**src/rtl/mbx_pkg.sv**
```systemverilog
package mbx_pkg;
  localparam int REG_AW = 4;

  localparam logic [REG_AW-1:0] OFS_AMODE = 4'd9;
  localparam logic [REG_AW-1:0] OFS_CTRL  = 4'd11;
  localparam logic [REG_AW-1:0] OFS_FCODE = 4'd13;

  // control/status bit positions
  localparam int CB_SEM   = 0;
  localparam int CB_REM   = 1;
  localparam int CB_ADD   = 2;
  localparam int CB_SRST  = 3;
  localparam int CB_MAINT = 5;
  localparam int CB_FATAL = 6;
  localparam int CB_BUSY  = 7;

  localparam logic [7:0] AMODE_NARROW = 8'h3D;
  localparam logic [7:0] AMODE_WIDE   = 8'h0D;
  localparam logic [7:0] FCODE_ALIGN  = 8'hF2;
endpackage

```
**src/rtl/mbx_cplq.sv**
```systemverilog
module mbx_cplq #(
  parameter int W     = 32,
  parameter int DEPTH = 4
) (
  input  logic         clk,
  input  logic         rst_n,
  input  logic         flush,
  input  logic         push,
  input  logic [W-1:0] din,
  input  logic         pop,
  output logic [W-1:0] dout,
  output logic         empty,
  output logic         full
);
  localparam int PW = (DEPTH > 1) ? $clog2(DEPTH) : 1;
  localparam int CW = $clog2(DEPTH + 1);

  logic [W-1:0]  mem [DEPTH];
  logic [PW-1:0] wp_q, wp_d, rp_q, rp_d;
  logic [CW-1:0] cnt_q, cnt_d;

  function automatic logic [PW-1:0] bump(input logic [PW-1:0] p);
    return (p == PW'(DEPTH - 1)) ? '0 : p + PW'(1);
  endfunction

  always_comb begin
    wp_d  = wp_q;
    rp_d  = rp_q;
    cnt_d = cnt_q;
    if (flush) begin
      wp_d  = '0;
      rp_d  = '0;
      cnt_d = '0;
    end else begin
      if (push) wp_d = bump(wp_q);
      if (pop)  rp_d = bump(rp_q);
      if (push && !pop)      cnt_d = cnt_q + CW'(1);
      else if (pop && !push) cnt_d = cnt_q - CW'(1);
    end
  end

  always_ff @(posedge clk or negedge rst_n) begin
    if (!rst_n) begin
      wp_q  <= '0;
      rp_q  <= '0;
      cnt_q <= '0;
    end else begin
      wp_q  <= wp_d;
      rp_q  <= rp_d;
      cnt_q <= cnt_d;
    end
  end

  always_ff @(posedge clk) begin
    for (int i = 0; i < DEPTH; i++) begin
      if (push && !flush && wp_q == PW'(i)) mem[i] <= din;
    end
  end

  assign dout  = mem[rp_q];
  assign empty = (cnt_q == '0);
  assign full  = (cnt_q == CW'(DEPTH));
endmodule

```
**src/rtl/mbx_srst_timer.sv**
```systemverilog
module mbx_srst_timer #(
  parameter int CYCLES = 16
) (
  input  logic clk,
  input  logic rst_n,
  input  logic start,
  output logic active
);
  localparam int CW = $clog2(CYCLES + 1);

  logic [CW-1:0] cnt_q, cnt_d;
  logic          act_q, act_d;

  always_comb begin
    cnt_d = cnt_q;
    act_d = act_q;
    if (start) begin
      act_d = 1'b1;
      cnt_d = CW'(CYCLES - 1);
    end else if (act_q) begin
      if (cnt_q == '0) act_d = 1'b0;
      else             cnt_d = cnt_q - CW'(1);
    end
  end

  always_ff @(posedge clk or negedge rst_n) begin
    if (!rst_n) begin
      cnt_q <= '0;
      act_q <= 1'b0;
    end else begin
      cnt_q <= cnt_d;
      act_q <= act_d;
    end
  end

  assign active = act_q;
endmodule

```
**src/rtl/mbx_issue.sv**
```systemverilog
module mbx_issue #(
  parameter int AW       = 32,
  parameter int NARROW_W = 24
) (
  input  logic          clk,
  input  logic          rst_n,
  input  logic          flush,
  input  logic          req,
  input  logic [AW-1:0] req_addr,
  input  logic [7:0]    req_amod,
  input  logic          hold,
  input  logic          ready,
  output logic          valid,
  output logic [AW-1:0] addr,
  output logic [7:0]    amod,
  output logic          pending,
  output logic          accept
);
  import mbx_pkg::*;

  localparam logic [AW-1:0] NARROW_MASK = {{(AW-NARROW_W){1'b0}}, {NARROW_W{1'b1}}};

  logic          pend_q, pend_d;
  logic [AW-1:0] addr_q, addr_d;
  logic [7:0]    amod_q, amod_d;

  assign valid  = pend_q && !hold;
  assign accept = valid && ready;

  always_comb begin
    pend_d = pend_q;
    addr_d = addr_q;
    amod_d = amod_q;
    if (flush) begin
      pend_d = 1'b0;
    end else if (req) begin
      pend_d = 1'b1;
      amod_d = req_amod;
      addr_d = (req_amod == AMODE_WIDE) ? req_addr : (req_addr & NARROW_MASK);
    end else if (accept) begin
      pend_d = 1'b0;
    end
  end

  always_ff @(posedge clk or negedge rst_n) begin
    if (!rst_n) begin
      pend_q <= 1'b0;
      addr_q <= '0;
      amod_q <= '0;
    end else begin
      pend_q <= pend_d;
      addr_q <= addr_d;
      amod_q <= amod_d;
    end
  end

  assign addr    = addr_q;
  assign amod    = amod_q;
  assign pending = pend_q;
endmodule

```
**src/rtl/mbx_regfile.sv**
```systemverilog
module mbx_regfile #(
  parameter int MAX_OUT    = 31,
  parameter int CQ_DEPTH   = 4,
  parameter int RST_CYCLES = 16,
  parameter int AW         = 32
) (
  input  logic          clk,
  input  logic          rst_n,
  input  logic          reg_wr,
  input  logic [3:0]    reg_addr,
  input  logic [7:0]    reg_wdata,
  output logic [7:0]    reg_rdata,
  output logic          add_valid,
  input  logic          add_ready,
  output logic [AW-1:0] add_addr,
  output logic [7:0]    add_amod,
  input  logic          cpl_valid,
  output logic          cpl_ready,
  input  logic [AW-1:0] cpl_addr
);
  import mbx_pkg::*;

  localparam int NBYTES = AW / 8;
  localparam int OW     = $clog2(MAX_OUT + 1);

  logic          resetting, srst_go, wr_ok, ctrl_wr;
  logic          add_raw, misalign, add_req, fatal_set;
  logic          clr, pop, push, accept, pending;
  logic          q_empty, q_full;
  logic [AW-1:0] q_dout, addr_q;
  logic [7:0]    amod_q, amod_d;
  logic          maint_q, maint_d, sem_q, sem_d;
  logic          rem_q, rem_d, fatal_q, fatal_d;
  logic [7:0]    fcode_q, fcode_d;
  logic [OW-1:0] outst_q, outst_d;
  logic          outst_full, busy;
  logic [7:0]    ctrl_rd;

  // host-side decode
  assign wr_ok     = reg_wr && !resetting;
  assign srst_go   = wr_ok && (reg_addr == OFS_CTRL) && reg_wdata[CB_SRST];
  assign ctrl_wr   = wr_ok && (reg_addr == OFS_CTRL) && !reg_wdata[CB_SRST];
  assign add_raw   = ctrl_wr && reg_wdata[CB_ADD] && !pending;
  assign misalign  = (addr_q[1:0] != 2'b00);
  assign add_req   = add_raw && !misalign;
  assign fatal_set = add_raw && misalign;
  assign clr       = ctrl_wr && reg_wdata[CB_REM] && rem_q;
  assign pop       = !rem_q && !q_empty && !resetting;
  assign cpl_ready = !q_full && !resetting;
  assign push      = cpl_valid && cpl_ready;
  assign outst_full = (outst_q >= OW'(MAX_OUT));

  mbx_srst_timer #(.CYCLES(RST_CYCLES)) u_timer (
    .clk(clk), .rst_n(rst_n), .start(srst_go), .active(resetting)
  );

  mbx_cplq #(.W(AW), .DEPTH(CQ_DEPTH)) u_cplq (
    .clk(clk), .rst_n(rst_n), .flush(srst_go), .push(push), .din(cpl_addr),
    .pop(pop), .dout(q_dout), .empty(q_empty), .full(q_full)
  );

  mbx_issue #(.AW(AW)) u_issue (
    .clk(clk), .rst_n(rst_n), .flush(srst_go), .req(add_req),
    .req_addr(addr_q), .req_amod(amod_q), .hold(outst_full || resetting),
    .ready(add_ready), .valid(add_valid), .addr(add_addr), .amod(add_amod),
    .pending(pending), .accept(accept)
  );

  // address bytes: shared by host posting and completion return
  for (genvar g = 0; g < NBYTES; g++) begin : g_abyte
    localparam logic [3:0] OFS = 4'(2 * g + 1);
    logic [7:0] b_q, b_d;
    always_comb begin
      b_d = b_q;
      if (srst_go)                     b_d = '0;
      else if (pop)                    b_d = q_dout[8*g +: 8];
      else if (wr_ok && reg_addr == OFS) b_d = reg_wdata;
    end
    always_ff @(posedge clk or negedge rst_n) begin
      if (!rst_n) b_q <= '0;
      else        b_q <= b_d;
    end
    assign addr_q[8*g +: 8] = b_q;
  end

  always_comb begin
    amod_d  = amod_q;
    maint_d = maint_q;
    sem_d   = sem_q;
    rem_d   = rem_q;
    fatal_d = fatal_q;
    fcode_d = fcode_q;
    outst_d = outst_q;
    if (srst_go) begin
      amod_d  = AMODE_NARROW;
      maint_d = 1'b0;
      sem_d   = 1'b0;
      rem_d   = 1'b0;
      fatal_d = 1'b0;
      fcode_d = '0;
      outst_d = '0;
    end else begin
      if (wr_ok && reg_addr == OFS_AMODE) amod_d = reg_wdata;
      if (ctrl_wr) begin
        maint_d = reg_wdata[CB_MAINT];
        sem_d   = reg_wdata[CB_SEM];
      end
      if (pop)      rem_d = 1'b1;
      else if (clr) rem_d = 1'b0;
      if (fatal_set && !fatal_q) begin
        fatal_d = 1'b1;
        fcode_d = FCODE_ALIGN;
      end
      outst_d = outst_q + OW'(accept) - OW'(clr && outst_q != '0);
    end
  end

  always_ff @(posedge clk or negedge rst_n) begin
    if (!rst_n) begin
      amod_q  <= AMODE_NARROW;
      maint_q <= 1'b0;
      sem_q   <= 1'b0;
      rem_q   <= 1'b0;
      fatal_q <= 1'b0;
      fcode_q <= '0;
      outst_q <= '0;
    end else begin
      amod_q  <= amod_d;
      maint_q <= maint_d;
      sem_q   <= sem_d;
      rem_q   <= rem_d;
      fatal_q <= fatal_d;
      fcode_q <= fcode_d;
      outst_q <= outst_d;
    end
  end

  // read side
  assign busy = resetting || pending || (outst_q != '0);

  always_comb begin
    ctrl_rd           = '0;
    ctrl_rd[CB_BUSY]  = busy;
    ctrl_rd[CB_FATAL] = fatal_q;
    ctrl_rd[CB_MAINT] = maint_q;
    ctrl_rd[CB_SRST]  = resetting;
    ctrl_rd[CB_ADD]   = pending;
    ctrl_rd[CB_REM]   = rem_q;
    ctrl_rd[CB_SEM]   = sem_q;
  end

  always_comb begin
    reg_rdata = '0;
    for (int i = 0; i < NBYTES; i++) begin
      if (reg_addr == 4'(2 * i + 1)) reg_rdata = addr_q[8*i +: 8];
    end
    if (reg_addr == OFS_AMODE) reg_rdata = amod_q;
    if (reg_addr == OFS_CTRL)  reg_rdata = ctrl_rd;
    if (reg_addr == OFS_FCODE) reg_rdata = fcode_q;
  end
endmodule

```
**config.mk**
```make
export PLATFORM = sky130hd
export DESIGN_NAME = mbx_regfile
export DESIGN_NICKNAME = d
export VERILOG_FILES = /design/src/rtl/mbx_pkg.sv /design/src/rtl/mbx_cplq.sv /design/src/rtl/mbx_srst_timer.sv /design/src/rtl/mbx_issue.sv /design/src/rtl/mbx_regfile.sv
export SDC_FILE = /design/constraint.sdc
export NUM_CORES = 1
export LEC_CHECK = 0
export BUFFER_PORTS_ARGS = -buffer_cell sky130_fd_sc_hd__buf_2
export CAP_MARGIN = 20
export CELL_PAD_IN_SITES_DETAIL_PLACEMENT = 0
export CELL_PAD_IN_SITES_GLOBAL_PLACEMENT = 2
export CORE_MARGIN = 4
export CORE_UTILIZATION = 30
export DETAILED_ROUTE_END_ITERATION = 8
export GPL_TIMING_DRIVEN = 0
export PLACE_DENSITY = 0.61
export SLEW_MARGIN = 20
export SYNTH_ARGS = -nofsm -noshare
export SYNTH_HDL_FRONTEND = slang
export SYNTH_SLANG_ARGS = --single-unit
```
**constraint.sdc**
```tcl
create_clock -name clk -period 3 [get_ports clk]
set_input_delay 0.45 -clock clk [delete_from_list [all_inputs] [get_ports clk]]
set_output_delay 0.45 -clock clk [all_outputs]
set_load 0.01 [all_outputs]
```
==> results of run 1 <==
-- worst paths after layout --
check	startpoint	to	slack (ns)	depth (start not counted)
worst max-delay path	u_timer.active$_DFF_PN0_	outst_q[4]$_DFF_PN0_	0.26	13
worst min-delay path	cpl_addr[10]	u_cplq.mem[1][10]$_DFFE_PP_	0.13	1
worst max register to register	u_timer.active$_DFF_PN0_	outst_q[4]$_DFF_PN0_	0.26	13
worst min register to register	sem_q$_DFFE_PN0P_	sem_q$_DFFE_PN0P_	0.48	2
max in group asynchronous	rst_n	amod_q[4]$_DFFE_PN1P_	1.84	3
min in group asynchronous	rst_n	outst_q[3]$_DFF_PN0_	0.47	2
-- per-layer routing --
layer  vias to the layer above  global-route usage
met5                         -                   0
met1                      3022               0.212
li1                       2931                   -
met4                         2              0.0318
met2                       131               0.236
met3                        41              0.0225
-- area by class of cell --
cell class | instances | area share
sequential | 231 | 0.526
multi-input combinational | 407 | 0.279
clock buffer | 33 | 0.0587
timing repair buffer | 104 | 0.0505
tap | 442 | 0.0452
clock inverter | 16 | 0.0171
buffer | 43 | 0.0163
inverter | 24 | 0.00737
-- cell usage in the layout, fill, tap and decap left out, types with 17 or more instances in the layout --
cell type / count
buf_2: 114
a22o_1: 29
edfxtp_1: 128
nand2_1: 61
clkbuf_16: 27
mux4_2: 34
o21ai_1: 17
a21oi_1: 20
nor2_1: 21
inv_1: 23
mux2_1: 29
dfrtp_1: 98
nand3_1: 41
clkbuf_1: 22
-- timing repair --
item | CTS | global route
endpoints found under the setup margin | 1 | 2
hold endpoints to repair | 57 | 0
resized for setup | 3 | 6
pin swaps | 0 | 1
buffers inserted | 0 | 1
hold buffers | 1 | 0
-- metrics by stage --
stage               cell area (sq um)  worst slack [ns]  cells
floorplan                       10100             0.104    705
global placement                11100            -0.495   1244
detailed placement              11200            -0.509   1249
CTS                             12200            0.0223   1299
global route                    12200           0.00842   1300
finish                          12200             0.256   1300
-- critical path: stages, from the launching register on --
cell	delay, ns
dfrtp_1	0.41
and4b_1	0.26
buf_4	0.16
nand2_4	0.10
nor4_4	0.28
ha_1	0.26
inv_1	0.05
ha_1	0.16
inv_1	0.06
fa_2	0.36
nand2b_1	0.16
a21oi_2	0.14
or3_1	0.11
a21oi_1	0.06
-- power by group --
part / switching [mW] / total (mW) / internal (mW)
logic: 1.67 / 3.03 / 1.36
registers: 0.532 / 4.65 / 4.12
clock network: 1.29 / 3.42 / 2.13
-- state kept, by name, summed over array words and instances, names as in the netlist --
register / count
amod_q: 8
fcode_q: 1
g_abyte.b_q: 32
maint_q: 1
outst_q: 5
rem_q: 1
sem_q: 1
u_cplq.cnt_q: 3
u_cplq.mem: 128
u_cplq.rp_q: 2
u_cplq.wp_q: 2
u_issue.addr: 32
u_issue.amod: 8
u_issue.pending: 1
u_timer.active: 1
u_timer.cnt_q: 5
-- cells by family (layout without fill, tap and decap cells) --
| kind of cell | Yosys count | after routing | share of synthesized area |
|---|---|---|---|
| flops | 231 | 231 | 0.637 |
| xor+xnor | 6 | 6 | 0.00521 |
| buf+inv | 67 | 220 | 0.0284 |
| simple gates | 189 | 189 | 0.0946 |
| mux | 83 | 83 | 0.129 |
| fa+ha+maj | 18 | 18 | 0.0238 |
| compound gates | 111 | 111 | 0.0816 |
==> impl_metrics.json, run 1 <==
{
  "status": "finished clean",
  "avgSynthCellArea_sq_um": 14.3,
  "h-tree-depth": 1,
  "wl_met3_mm": 1.21,
  "rows": 66,
  "die_h_um": 191,
  "area_growth_pct": 21.2,
  "ys_warn_count": 0,
  "fin_total_pwr_mw": 11.1,
  "antenna_left": 0,
  "routedWlPerCell_um": 20.5,
  "diodes": 0,
  "synth_area_leader_cell": "edfxtp_1",
  "grt-ovfl-total": 0,
  "vdd_ir_drop_max_mv": 0.414,
  "fin_util": 0.372,
  "drv_cap": 0,
  "routed_wl_mm": 26.7,
  "rsz0062_at_grt": "no",
  "port_buffers": 97,
  "yosysUniqueCellTypes": 63,
  "grt_pass1_vias": 6563,
  "track_usage": 0.147,
  "p_leak_nw": 5.06,
  "fp.coreArea_sq_um": 32900,
  "maxSlewViolCount": 0,
  "synth_nets": 772,
  "hold_slack_ns": 0.132,
  "synth_commonest_cells": "edfxtp_1, dfrtp_1, nand2_1",
  "ios": 99,
  "cts_sinks": 231,
  "tritoncts": "built",
  "cts-root-buf": "clkbuf_16",
  "setup_tns_ns": 0,
  "crit_path_end_kind": "register",
  "min_period_over_period": 0.915,
  "tightest_slew_ns": 0.791,
  "netlist_area_sq_um": 10100,
  "num_vias": 6127,
  "nFillCells": 3245,
  "hold_class": "primary input to register",
  "synth_most_common_cell": "edfxtp_1",
  "required_ns": 3.38,
  "hold_viol": 0,
  "ys_ff_latch": 231,
  "drt_iter0_markers": 412,
  "top_layer": "met5",
  "fmax_mhz": 364,
  "yosys.area.top_type_share": 0.381,
  "wl_met2_mm": 12.4,
  "grt_max_degree": 60,
  "power.density_nw_per_um2": 907,
  "relSlewSlack": 0.472,
  "cp.arrival_ns": 3.13,
  "multiInputGateArea_sq_um": 3410,
  "worstSkewPairLatency_ns": 0.53,
  "nNetsFinal": 905,
  "start_util": 0.307,
  "fp.dieW_um": 191,
  "dp.final_hpwl_mm": 19.7,
  "crit_fanout": 8,
  "syn_inst": 705,
  "synth_flop_cell": "edfxtp_1",
  "postSynth.asyncResetShare": 0.446,
  "drt_first_pass_iters": 4,
  "synth-edff-count": 128,
  "vias_per_cell": 4.71,
  "drt-met1-wl_mm": 12.6,
  "seq_area_sq_um": 6430,
  "start_kind": "register",
  "cts.reportedPaths.clkPinSlew_ns": 0.06,
  "grt_pass1_wl_mm": 41.0,
  "worstSetupPathType": "register to register",
  "antenna_found_initial": 1,
  "cts_buffer_depth": 3,
  "drc": 0,
  "fin_crit_ns": 2.74,
  "setup_viol": 0,
  "finalWeightedCongestion": 0.770,
  "clock_skew_ns": 0.0108,
  "drive_gt1_frac": 0.269,
  "die_area_sq_um": 36600,
  "cts_buffers": 27,
  "synthTopCellsByArea": "edfxtp_1, dfrtp_1, mux4_2",
  "seq_area_frac_synth": 0.637
}
(Power assumes the default switching activity.)
==> inputs of run 2 (changes only) <==
--- a/config.mk
+++ b/config.mk
@@ -10,10 +10,10 @@
 export CELL_PAD_IN_SITES_DETAIL_PLACEMENT = 0
 export CELL_PAD_IN_SITES_GLOBAL_PLACEMENT = 2
 export CORE_MARGIN = 4
-export CORE_UTILIZATION = 30
+export CORE_UTILIZATION = 42
 export DETAILED_ROUTE_END_ITERATION = 8
 export GPL_TIMING_DRIVEN = 0
-export PLACE_DENSITY = 0.61
+export PLACE_DENSITY = 0.8
 export SLEW_MARGIN = 20
 export SYNTH_ARGS = -nofsm -noshare
 export SYNTH_HDL_FRONTEND = slang
==> run 2 against run 1 <==
Compared with the run above: final area decreased by 1.8%; fmax decreased by 1.7%; routed wire length is 9.4% lower; combinational power hardly changed; non-clock buffer count is 1 lower; count of clock-buffer cells in the layout rose by 2.
==> impl_metrics.json, run 2 (same netlist as run 1, synthesis figures left out) <==
{
  "layout_common_cells": "edfxtp_1, buf_2, dfrtp_1",
  "crit_fanout": 4,
  "cts_buffer_depth": 3,
  "stdcell_area_sq_um": 12000,
  "cts_sinks": 231,
  "p_leak_nw": 5.01,
  "vias_per_cell": 5.39,
  "critical_path.cell_chain": "inv_1 -> ha_1 -> nor4b_2 -> nand2b_1 -> o31ai_1 -> o21ai_1 -> buf_2",
  "vdd_ir_drop_max_mv": 0.536,
  "die_h_um": 163,
  "num_vias": 6321,
  "relSlewSlack": 0.539,
  "setup_viol": 0,
  "worstReg2RegStart": "u_timer.active$_DFF_PN0_",
  "r2r_setup_slack_ns": 0.22,
  "cp.arrival_ns": 2.34,
  "mostFrequentLayoutCell": "edfxtp_1",
  "tritoncts": "built",
  "hold_slack_ns": 0.135,
  "placed_area_sq_um": 11100,
  "routedWlPerCell_um": 20.6,
  "fp.coreArea_sq_um": 23500,
  "status": "finished clean",
  "critPathTopFamily": "simple AND/OR/NAND/NOR gates",
  "cts-root-buf": "clkbuf_16",
  "fp.dieW_um": 163,
  "cts.reportedPaths.clkPinSlew_ns": 0.06,
  "finalWeightedCongestion": 0.870,
  "area_growth_pct": 19.0,
  "fin_crit_ns": 2.79,
  "fin_cells": 1173,
  "start_kind": "register",
  "fin_total_pwr_mw": 10.7,
  "cpPeakStageDelay_ns": 0.42,
  "power.switching_mw": 3.43,
  "worstSetupPathType": "register to primary output",
  "grt_max_degree": 53,
  "dp.final_hpwl_mm": 17.9,
  "power.density_nw_per_um2": 895,
  "clock_skew_ns": 0.0121,
  "p_comb_frac": 0.282,
  "grt-ovfl-total": 0,
  "p_sw_frac": 0.319,
  "ios": 99,
  "nNetsFinal": 902,
  "path_buf_inv": 2,
  "hold_class": "primary input to register",
  "drt_first_pass_iters": 5,
  "drv_cap": 0,
  "h-tree-depth": 1,
  "seqPwrFrac": 0.432,
  "largest-register": "u_cplq.mem",
  "drt_iter0_markers": 342,
  "rsz0062_at_grt": "no",
  "min_period_over_period": 0.930,
  "fmax_mhz": 358,
  "worstHoldStart": "cpl_addr[0]",
  "required_ns": 2.55,
  "tightest_slew_ns": 0.692,
  "setup_tns_ns": 0,
  "cts_setup_buffers": 0,
  "rows": 56,
  "antenna_found_initial": 0,
  "crit_path_end_kind": "primary output",
  "worstSkewPairLatency_ns": 0.53,
  "drc": 0,
  "grt_pass1_wl_mm": 38.1,
  "track_usage": 0.184,
  "diodes": 0,
  "p_clk_frac": 0.286,
  "place_inst": 1126,
  "p_int_mw": 7.31,
  "cts_buffers": 25,
  "die_area_sq_um": 26600,
  "routed_wl_mm": 24.2,
  "port_buffers": 97,
  "antenna_left": 0,
  "grt_pass1_vias": 6591,
  "largest_reg_flops": 128,
  "maxSlewViolCount": 0,
  "slowest_stage": "dfrtp_1",
  "drive_gt1_frac": 0.268,
  "hold_viol": 0,
  "setup.worst_path.start": "outst_q[2]$_DFF_PN0_",
  "start_util": 0.428
}
run 2: stage by stage:
step | worst slack, ns | util
after floorplan | 0.104 | -
after global placement | -0.316 | 0.466
after detailed placement | -0.397 | 0.472
after CTS | 0.0116 | 0.509
after global routing | 0.0370 | 0.510
final | 0.209 | 0.510
run 2: worst paths after layout:
| check | to | depth (start not counted) |
|---|---|---|
| worst min register to register | u_issue.amod[6]$_DFFE_PN0P_ | 1 |
| worst max register to register | outst_q[4]$_DFF_PN0_ | 13 |
| min in group asynchronous | u_timer.cnt_q[4]$_DFFE_PN0P_ | 2 |
| worst min-delay path | u_cplq.mem[2][0]$_DFFE_PP_ | 1 |
| worst max-delay path | reg_rdata[7] | 7 |
| max in group asynchronous | amod_q[4]$_DFFE_PN1P_ | 3 |
run 2: power by group through the flow:
| stage | Sequential (mW) | Clock, mW | Combinational [mW] |
|---|---|---|---|
| finish | 4.65 | 3.07 | 3.03 |
| global route | 4.72 | 3.27 | 3.36 |
| CTS | 4.64 | 3.14 | 3.07 |
| detailed placement | 4.70 | 0 | 3.05 |
| global placement | 4.69 | 0 | 2.87 |
| floorplan | 4.49 | 0 | 2.15 |
run 2: repair_timing:
item                                    in CTS  in global routing
hold buffers                                 1                  0
endpoints found under the setup margin       1                  1
hold endpoints to repair                    50                  0
resized for setup                            2                  8
run 2: routing by layer:
layer  wire length (um)  share of wire  global-route usage  vias up
li1                   -              -                   -     2914
met1              10900           0.45               0.259     3180
met2              11500           0.48               0.306      187
met3               1220          0.050              0.0281       40
met4                619          0.026              0.0438        0
met5                  0              0                   0        -
run 2: worst reg2reg max path: stages (launching register included):
cell	delay (ns)
dfrtp_2	0.45
and4b_1	0.27
buf_4	0.16
nand2_4	0.10
nor4_4	0.27
ha_1	0.26
inv_1	0.05
ha_1	0.15
inv_1	0.06
fa_2	0.37
nand2b_1	0.17
a21oi_2	0.14
or3_1	0.11
a21oi_1	0.06
run 2: layout make-up:
type,count,area (sq um)
fill,2038,11500
sequential,231,6430
multi-input combinational,407,3410
clock buffer,35,703
timing repair buffer,103,639
tap,319,399
buffer,43,199
clock inverter,11,133
inverter,24,90.1
